--- src/rtl/rx_filt_pkg.sv ---
package rx_filt_pkg;
  localparam int ADDR_BYTES = 6;
  localparam int BYTE_W     = 8;
  localparam int ADDR_W     = ADDR_BYTES * BYTE_W;
  localparam int CRC_W      = 32;
  localparam int HASH_BITS  = 6;
  localparam int HALF_W     = 32;
  localparam logic [CRC_W-1:0]  CRC_POLY_REFL = 32'hEDB88320;
  localparam logic [ADDR_W-1:0] PAUSE_ADDR    = 48'h010000C28001;

  typedef struct packed {
    logic initCrc;
    logic shiftByte;
    logic lastByte;
  } filt_strobe_t;
endpackage

--- src/rtl/rx_filt_ctrl.sv ---
module rx_filt_ctrl
  import rx_filt_pkg::*;
(
  input  logic         clk,
  input  logic         rstN,
  input  logic         byteValid,
  input  logic         sof,
  output filt_strobe_t strobe
);
  localparam int CNT_W = $clog2(ADDR_BYTES + 1);
  localparam logic [CNT_W-1:0] FULL_CNT = CNT_W'(ADDR_BYTES);
  localparam logic [CNT_W-1:0] LAST_CNT = CNT_W'(ADDR_BYTES - 1);
  localparam logic [CNT_W-1:0] ONE_CNT  = CNT_W'(1);

  logic [CNT_W-1:0] byteCnt, byteCntNext;

  always_comb begin
    strobe      = '0;
    byteCntNext = byteCnt;
    if (byteValid && sof) begin
      strobe.initCrc   = 1'b1;
      strobe.shiftByte = 1'b1;
      strobe.lastByte  = (ADDR_BYTES == 1);
      byteCntNext      = ONE_CNT;
    end else if (byteValid && byteCnt != '0 && byteCnt < FULL_CNT) begin
      strobe.shiftByte = 1'b1;
      strobe.lastByte  = (byteCnt == LAST_CNT);
      byteCntNext      = byteCnt + ONE_CNT;
    end
  end

  always_ff @(posedge clk) begin
    if (!rstN) byteCnt <= '0;
    else       byteCnt <= byteCntNext;
  end

  // the byte counter never runs past the address length
  p_cnt_bound_r9: assert property (@(posedge clk) disable iff (!rstN)
    byteCnt <= FULL_CNT);

  // a cycle without byteValid leaves the count untouched
  p_idle_hold_r10: assert property (@(posedge clk) disable iff (!rstN)
    !byteValid |=> $stable(byteCnt));
endmodule

--- src/rtl/rx_filt_dp.sv ---
module rx_filt_dp
  import rx_filt_pkg::*;
(
  input  logic              clk,
  input  logic              rstN,
  input  filt_strobe_t      strobe,
  input  logic [BYTE_W-1:0] byteData,
  input  logic [ADDR_W-1:0] stationAddr,
  input  logic [HALF_W-1:0] uniHashHi,
  input  logic [HALF_W-1:0] uniHashLo,
  input  logic [HALF_W-1:0] mcHashHi,
  input  logic [HALF_W-1:0] mcHashLo,
  input  logic              flowCtrlEn,
  input  logic              bcastReject,
  input  logic              promiscEn,
  output logic              decValid,
  output logic              decAccept
);
  localparam int SEL_W = HASH_BITS - 1;

  logic [CRC_W-1:0]     crcReg, crcBase, crcNext;
  logic [ADDR_W-1:0]    addrReg, addrNext;
  logic [HASH_BITS-1:0] hashIdx;
  logic [SEL_W-1:0]     bitSel;
  logic                 isGroup, uniHit, mcHit, verdict;

  function automatic logic [CRC_W-1:0] crcByte(input logic [CRC_W-1:0] c,
                                                input logic [BYTE_W-1:0] d);
    logic [CRC_W-1:0] r;
    r = c;
    for (int i = 0; i < BYTE_W; i++)
      r = (r >> 1) ^ (CRC_POLY_REFL & {CRC_W{r[0] ^ d[i]}});
    return r;
  endfunction

  assign crcBase  = strobe.initCrc ? '1 : crcReg;
  assign crcNext  = crcByte(crcBase, byteData);
  assign addrNext = {byteData, addrReg[ADDR_W-1:BYTE_W]};
  assign hashIdx  = crcNext[CRC_W-1 -: HASH_BITS];
  assign bitSel   = hashIdx[SEL_W-1:0];
  assign isGroup  = addrNext[0];
  assign uniHit   = hashIdx[HASH_BITS-1] ? uniHashHi[bitSel] : uniHashLo[bitSel];
  assign mcHit    = hashIdx[HASH_BITS-1] ? mcHashHi[bitSel]  : mcHashLo[bitSel];

  always_comb begin
    if (promiscEn)                 verdict = 1'b1;
    else if (!isGroup)             verdict = (addrNext == stationAddr) || uniHit;
    else if (&addrNext)            verdict = !bcastReject;
    else if (addrNext == PAUSE_ADDR) verdict = flowCtrlEn;
    else                           verdict = mcHit;
  end

  always_ff @(posedge clk) begin
    if (!rstN) begin
      crcReg    <= '1;
      addrReg   <= '0;
      decValid  <= 1'b0;
      decAccept <= 1'b0;
    end else begin
      decValid <= strobe.lastByte;
      if (strobe.shiftByte) begin
        crcReg  <= crcNext;
        addrReg <= addrNext;
      end
      if (strobe.lastByte) decAccept <= verdict;
    end
  end

  // promiscuous mode always keeps the frame
  p_promisc_r7: assert property (@(posedge clk) disable iff (!rstN)
    decValid && $past(promiscEn) |-> decAccept);

  // a rejected broadcast is never kept
  p_bcast_rej_r6: assert property (@(posedge clk) disable iff (!rstN)
    decValid && !$past(promiscEn) && $past(bcastReject) && (&addrReg) |-> !decAccept);

  // pause address without flow control is flushed
  p_pause_off_r5: assert property (@(posedge clk) disable iff (!rstN)
    decValid && !$past(promiscEn) && !$past(flowCtrlEn) && addrReg == PAUSE_ADDR
    |-> !decAccept);

  // station address always kept
  p_exact_r4: assert property (@(posedge clk) disable iff (!rstN)
    decValid && !addrReg[0] && addrReg == $past(stationAddr) |-> decAccept);
endmodule

--- src/rtl/rx_addr_filter.sv ---
module rx_addr_filter
  import rx_filt_pkg::*;
(
  input  logic        clk,
  input  logic        rstN,
  input  logic        byteValid,
  input  logic        sof,
  input  logic [7:0]  byteData,
  input  logic [47:0] stationAddr,
  input  logic [31:0] uniHashHi,
  input  logic [31:0] uniHashLo,
  input  logic [31:0] mcHashHi,
  input  logic [31:0] mcHashLo,
  input  logic        flowCtrlEn,
  input  logic        bcastReject,
  input  logic        promiscEn,
  output logic        decValid,
  output logic        decAccept
);
  filt_strobe_t strobe;

  rx_filt_ctrl u_ctrl (
    .clk       (clk),
    .rstN      (rstN),
    .byteValid (byteValid),
    .sof       (sof),
    .strobe    (strobe)
  );

  rx_filt_dp u_dp (
    .clk         (clk),
    .rstN        (rstN),
    .strobe      (strobe),
    .byteData    (byteData),
    .stationAddr (stationAddr),
    .uniHashHi   (uniHashHi),
    .uniHashLo   (uniHashLo),
    .mcHashHi    (mcHashHi),
    .mcHashLo    (mcHashLo),
    .flowCtrlEn  (flowCtrlEn),
    .bcastReject (bcastReject),
    .promiscEn   (promiscEn),
    .decValid    (decValid),
    .decAccept   (decAccept)
  );

  // the decision strobe never lasts two cycles
  p_one_pulse_r8: assert property (@(posedge clk) disable iff (!rstN)
    decValid |=> !decValid);
endmodule

--- config.mk ---
export PLATFORM = sky130hd
export DESIGN_NAME = rx_addr_filter
export DESIGN_NICKNAME = d
export VERILOG_FILES = /design/src/rtl/rx_filt_pkg.sv /design/src/rtl/rx_filt_ctrl.sv /design/src/rtl/rx_filt_dp.sv /design/src/rtl/rx_addr_filter.sv
export SDC_FILE = /design/constraint.sdc
export NUM_CORES = 1
export LEC_CHECK = 0
export BUFFER_PORTS_ARGS = -buffer_cell sky130_fd_sc_hd__buf_4
export CAP_MARGIN = 20
export CORE_ASPECT_RATIO = 1.25
export CORE_MARGIN = 5
export CORE_UTILIZATION = 55
export DETAILED_ROUTE_END_ITERATION = 16
export PLACE_DENSITY = 0.85
export SKIP_CTS_REPAIR_TIMING = 1
export SYNTH_ARGS = -nofsm -noshare
export SYNTH_HDL_FRONTEND = slang
export SYNTH_SLANG_ARGS = --single-unit
export TNS_END_PERCENT = 30
--- constraint.sdc ---
create_clock -name clk -period 5.3 [get_ports clk]
set_input_delay 1.06 -clock clk [delete_from_list [all_inputs] [get_ports clk]]
set_output_delay 1.06 -clock clk [all_outputs]
set_load 0.01 [all_outputs]
==> impl_metrics.yaml, run 1 <==
final_layout:
  layout_commonest_cell: "buf_4"
  stdcell_count: 1158
  n_antenna_cell: 0
  utilization: 0.712
  drive_gt1_frac: 0.240
  layout_common_cells: "buf_4 (210), nand2_1 (199), dfxtp_1 (77), xor2_1 (62), nor2_1 (61)"
  nets: 1209
  design_area_sq_um: 8150
  syn2layout_area_growth_pct: 28.4
floorplanning:
  placementRows: 44
  initial_utilization: 0.554
  fp.dieArea_sq_um: 13800
  die_w_microns: 106
  io_pins: 193
  die-height_microns: 130
  core_sq_um: 11500
logic_synthesis:
  syn_nets: 1048
  syn_area_sq_um: 6350
  syn_area_per_cell_sq_um: 7.43
  synthCells: 854
  synth_flop_cell: "dfxtp_1"
  post_synth_num_cell_types: 58
  ys_seq_elements: 77
  yosysWarnings: 0
  synth_async_sr_flop_share: 0
  yosysSeqAreaShare: 0.243
  synth_edf_count: 0
power:
  p_leak_nw: 3.42
  max-vdd-ir-drop_mv: 0.459
  pwr_density_cell_nw_per_um2: 445
  power_mw: 3.63
cts:
  path_clk_slew_ns: 0.06
  cts_made_buffers: 9
  cts_tree: "done"
  ctsHtreeMaxLevel: 3
  cts-root-buf: "clkbuf_16"
  cts_max_path_buffers: 2
  clkLatencyLatePin_ns: 0.34
  cts.sinks: 77
sta:
  fin_ws_ns: 1.03
  worst_pin_slew_ns: 1.05
  finalSetupTns_ns: 0
  max_slew_margin: 0.292
  clock_skew_ns: 0.0102
  finalCriticalPeriod_ns: 4.27
  finalMaxSlewViolations: 0
  setup_viol: 0
  whs_ns: 0.481
  rsz0062_at_grt: "no"
  timing.fmax_ghz: 0.234
  period_share: 0.805
  hold_violations: 0
min_path:
  min_path_cells: 2
  hp-start: "u_dp.crcReg[29]"
  min_to: "u_dp.crcReg[29]"
  hold_path.class: "reg -> reg"
outcome:
  status: "complete, no violations"
critical_path:
  end_kind: "register"
  crit_type: "in -> reg"
  critPathMaxFanout: 28
  r2r_cells: 11
  start_kind: "primary input"
  reg2reg_from: "u_dp.crcReg[0]"
  r2r_end: "u_dp.decAccept"
  crit_arrival_ns: 4.48
  critPathRequiredTime_ns: 5.51
  reg2reg_slack_ns: 1.67
place:
  place_area_sq_um: 7860
  dp_hpwl_mm: 16.4
  pre_cts_slack_ns: 0.747
  dpl.cell_count: 1142
  port_buffers: 192
  place_congestion: 0.952
routing:
  wl_per_cell_microns: 18.8
  dr.pass1.iters: 5
  drc: 0
  vias: 7017
  first_iter_violations: 540
  vias_per_cell: 6.06
  ant_nets: 0
  routed_wl_mm: 21.7
global_route:
  grtUsageTotal: 0.308
  grt_max_degree: 77
  grt_pass1_wl_mm: 33.9
  antenna_found_initial: 0
  grt_pass1_vias: 6803
  grt_overflow: 0
flow_run:
  cap_violations: 0
-- how the worst max path moves through the flow --
| stage | start | end | slack (ns) | depth (start not counted) |
|---|---|---|---|---|
| after global routing | byteValid | u_dp.decAccept | 0.84 | 12 |
| after global placement | byteValid | u_dp.decAccept | 0.85 | 12 |
| after floorplan | byteData[7] | u_dp.decAccept | 1.69 | 12 |
| after CTS | byteValid | u_dp.decAccept | 1.09 | 12 |
| final | byteValid | u_dp.decAccept | 1.03 | 12 |
| after detailed placement | byteValid | u_dp.decAccept | 0.75 | 12 |
-- flip-flops by register name, summed over array words and instances (netlist names) --
name and count:
u_ctrl.byteCnt 3, u_dp.addrReg 40, u_dp.crcReg 32, u_dp.decAccept 1
u_dp.decValid 1
-- cell usage after synthesis, drive strengths merged, types with 11 or more instances --
library cell  count  area share
nor4             24       0.024
mux2i            32       0.050
nand3            25       0.020
nor3             11      0.0087
o22ai            21       0.021
nor2             64       0.039
nand2           200        0.12
a21oi            21       0.017
clkbuf           39       0.023
nand4            24       0.024
a21boi           43       0.051
buf              21       0.018
o21ai            29       0.023
xor2             65       0.097
dfxtp            77        0.24
xnor2            64       0.096
-- worst max-delay path, stage by stage --
cell and delay [ns]:
buf_4 0.11, and2_1 0.44, nor2_1 0.16, xnor2_2 0.54, xnor3_2 0.81, buf_4 0.41
mux2i_1 0.24, a32oi_1 0.08, nand4_1 0.14, nand4_1 0.09, o31ai_1 0.25, o211ai_1 0.11
-- cells by family after synthesis --
group | after synthesis | share of synthesized area
adder cells (fa/ha/maj) | 3 | 0.00591
XOR/XNOR | 133 | 0.207
AND/OR/NAND/NOR | 367 | 0.253
flip-flops | 77 | 0.243
multiplexers | 35 | 0.0593
AO/OA/AOI/OAI | 175 | 0.187
buffers and inverters | 64 | 0.0438
-- per-layer routing --
metal  GRT usage  vias up  routed length, microns  share of wire
met5           0        -                       0              0
met4       0.163        0                     959          0.044
met3      0.0693       71                    2150          0.099
met2       0.520      417                   10500           0.48
met1       0.367     3215                    8110           0.37
li1            -     3314                       -              -
-- final cells by class --
cell class	count	area, sq um
multi-input cells	713	4550
fillers	906	3300
repair buffers	210	1580
flip-flops and latches	77	1540
clock buffers	12	267
well taps	138	173
clock inverters	4	30.0
inverters	4	15.0
-- where the power goes --
group / internal [mW] / leakage, nW / switching (mW)
Clock: 0.357 / 0.145 / 0.246
Sequential: 0.641 / 0.629 / 0.0627
Combinational: 0.966 / 2.65 / 1.36
Total: 1.97 / 3.42 / 1.67
Power figures use the tool's default switching activity.
==> inputs of run 2 (changes only) <==
- ABC_AREA: not set -> 1
- CORE_UTILIZATION: 55 -> 53
- PLACE_DENSITY: 0.85 -> 0.82
- clock period: 5.3 -> 4 ns (I/O delays scaled with it)
==> run 2 against run 1 <==
  * Setup slack got worse by 0.47 ns
  * Sequential power increased by 35%
  * Non-clock buffer count is 8 lower
  * Combinational power down 25%
  * Hold slack about the same
  * Register-to-register slack worse by 0.50 ns
  * Critical endpoint unchanged
  * Highest routed layer unchanged
  * Synthesized cell count rose by 17%
==> impl_metrics.yaml, run 2 <==
place:
  place_congestion: 0.910
  port_buffers: 192
  dp_hpwl_mm: 15.2
  dpl.cell_count: 1319
  pre_cts_slack_ns: 0.226
critical_path:
  crit_arrival_ns: 3.73
  crit_type: "in -> reg"
  end_kind: "register"
  cpPeakStageDelay_ns: 0.45
  crit_top_cell: "nand2_1"
  critPathMaxFanout: 32
  crit_slowest_cell: "nand2_2"
  start_kind: "primary input"
  critPathRequiredTime_ns: 4.29
global_route:
  grt_overflow: 0
  grtUsageTotal: 0.270
  grt_pass1_vias: 6747
  grt_max_degree: 80
  antenna_found_initial: 0
  grt_pass1_wl_mm: 31.9
routing:
  wl_met2_mm: 10.1
  wl_met1_mm: 7.43
  first_iter_violations: 543
  routed_wl_mm: 19.9
  vias_per_cell: 5.26
  wl_per_cell_microns: 14.9
  top_layer: "met4"
  wl_met3_mm: 1.85
  ant_nets: 0
  vias: 7021
  dr.pass1.iters: 5
  drc: 0
logic_synthesis:
  synthTopCellsByCount: "nand2_1 (234), inv_1 (139), nand3_1 (116)"
  synth_top_family_by_area: "simple AND/OR/NAND/NOR gates"
  syn_area_per_cell_sq_um: 6.43
  synth_flop_cell: "dfxtp_1"
  synth_compound_area_frac: 0.138
  synth_most_common_cell: "nand2_1"
  synth_async_sr_flop_share: 0
  yosysWarnings: 0
  syn_area_sq_um: 6440
  yosysSeqAreaShare: 0.239
  synth_mux_area_frac: 0
  synthAdderAreaFrac: 0.00583
  synthCells: 1001
  yosys.area_share.simple: 0.370
  synth_edf_count: 0
  synth-xor-area-share: 0.112
  ys_seq_elements: 77
  post_synth_num_cell_types: 45
  syn_nets: 1195
  yosys.area.top_type: "dfxtp_1"
  synth_area_leaders: "dfxtp_1 (24%), nand2_1 (14%), nand3_1 (9.0%), inv_1 (8.1%), xnor2_1 (6.5%)"
  yosys.area.top_type_share: 0.239
power:
  p_comb_frac: 0.485
  p_switching_mw: 1.48
  pwr_density_cell_nw_per_um2: 435
  power_mw: 3.57
  switching_share: 0.414
  p_int_mw: 2.10
  max-vdd-ir-drop_mv: 0.248
  p_leak_nw: 3.98
  p_clk_frac: 0.248
  p_seq_frac: 0.267
sta:
  finalMaxSlewViolations: 0
  fin_ws_ns: 0.562
  timing.fmax_ghz: 0.291
  setup_viol: 0
  period_share: 0.859
  worst_pin_slew_ns: 0.715
  max_slew_margin: 0.523
  clock_skew_ns: 0.00630
  rsz0062_at_grt: "no"
  hold_violations: 0
  finalCriticalPeriod_ns: 3.44
  finalSetupTns_ns: 0
cts:
  path_clk_slew_ns: 0.06
  clkLatencyLatePin_ns: 0.34
  ctsHtreeMaxLevel: 3
  cts_tree: "done"
  cts_max_path_buffers: 2
  cts.sinks: 77
  cts-root-buf: "clkbuf_16"
  cts_made_buffers: 9
floorplanning:
  initial_utilization: 0.534
  placementRows: 45
  core_sq_um: 12000
  io_pins: 193
  die_w_microns: 109
  die-height_microns: 133
  fp.dieArea_sq_um: 14500
final_layout:
  stdcell_count: 1335
  largest_register_ffs: 40
  reg_top3: "u_dp.addrReg: 40 flops, u_dp.crcReg: 32 flops, u_ctrl.byteCnt: 3 flops"
  nets: 1360
  drive_gt1_frac: 0.236
  layout_common_cells: "nand2_1 (234), buf_4 (200), inv_1 (139), nand3_1 (116), dfxtp_1 (77)"
  max_flop_register: "u_dp.addrReg"
  syn2layout_area_growth_pct: 27.5
  layout_commonest_cell: "nand2_1"
  n_antenna_cell: 0
  fillers: 1128
flow_run:
  cap_violations: 0
min_path:
  hold_path.class: "reg -> reg"
outcome:
  status: "complete, no violations"
## run 2: metal layers
layer,vias to the layer above,GRT usage
li1,3600,-
met1,3068,0.316
met2,311,0.491
met3,42,0.0412
met4,0,0.0975
met5,-,0
## run 2: final timing paths
path,from,endpoint,slack [ns],depth (start not counted)
max,sof,u_dp.decAccept,0.56,25
min,u_dp.crcReg[30],u_dp.crcReg[30],0.48,2
max reg2reg,u_dp.crcReg[7],u_dp.decAccept,1.17,27
min reg2reg,u_dp.crcReg[30],u_dp.crcReg[30],0.48,2
## run 2: power groups by stage
| stage | registers (mW) | logic, mW | clock network, mW |
|---|---|---|---|
| after floorplan | 0.938 | 1.36 | 0 |
| after global placement | 0.964 | 1.70 | 0 |
| after detailed placement | 0.966 | 1.72 | 0 |
| after CTS | 0.951 | 1.74 | 0.894 |
| after global routing | 0.963 | 1.94 | 0.922 |
| final | 0.953 | 1.73 | 0.888 |
## run 2: final cells by class
type,count,area [sq um],area share
multi-input combinational,727,4040,0.492
inverter,149,562,0.0684
tap,164,205,0.0250
timing repair buffer,202,1540,0.188
clock buffer,9,225,0.0274
clock inverter,7,97.6,0.0119
sequential,77,1540,0.188
## run 2: kinds of logic (layout without fill, tap and decap cells)
family / count (synthesis) / after routing
compound gates: 150 / 150
xor+xnor: 77 / 77
fa+ha+maj: 3 / 3
buf+inv: 197 / 367
flops: 77 / 77
simple gates: 497 / 497
## run 2: stage by stage
step                      hold WS (ns)  utilization  area (sq um)
after detailed placement         0.461        0.654          7890
after CTS                        0.482        0.681          8210
after global routing             0.523        0.681          8210
after floorplan                  0.443            -          6440
after global placement           0.457        0.654          7890
final                            0.481        0.681          8210
## run 2: worst max-delay path: cells and delay by family
kind	cells	cell delay, ns
buffers and inverters	4	0.50
and+or+nand+nor	20	2.17
xor gates and xnor gates	1	0.22
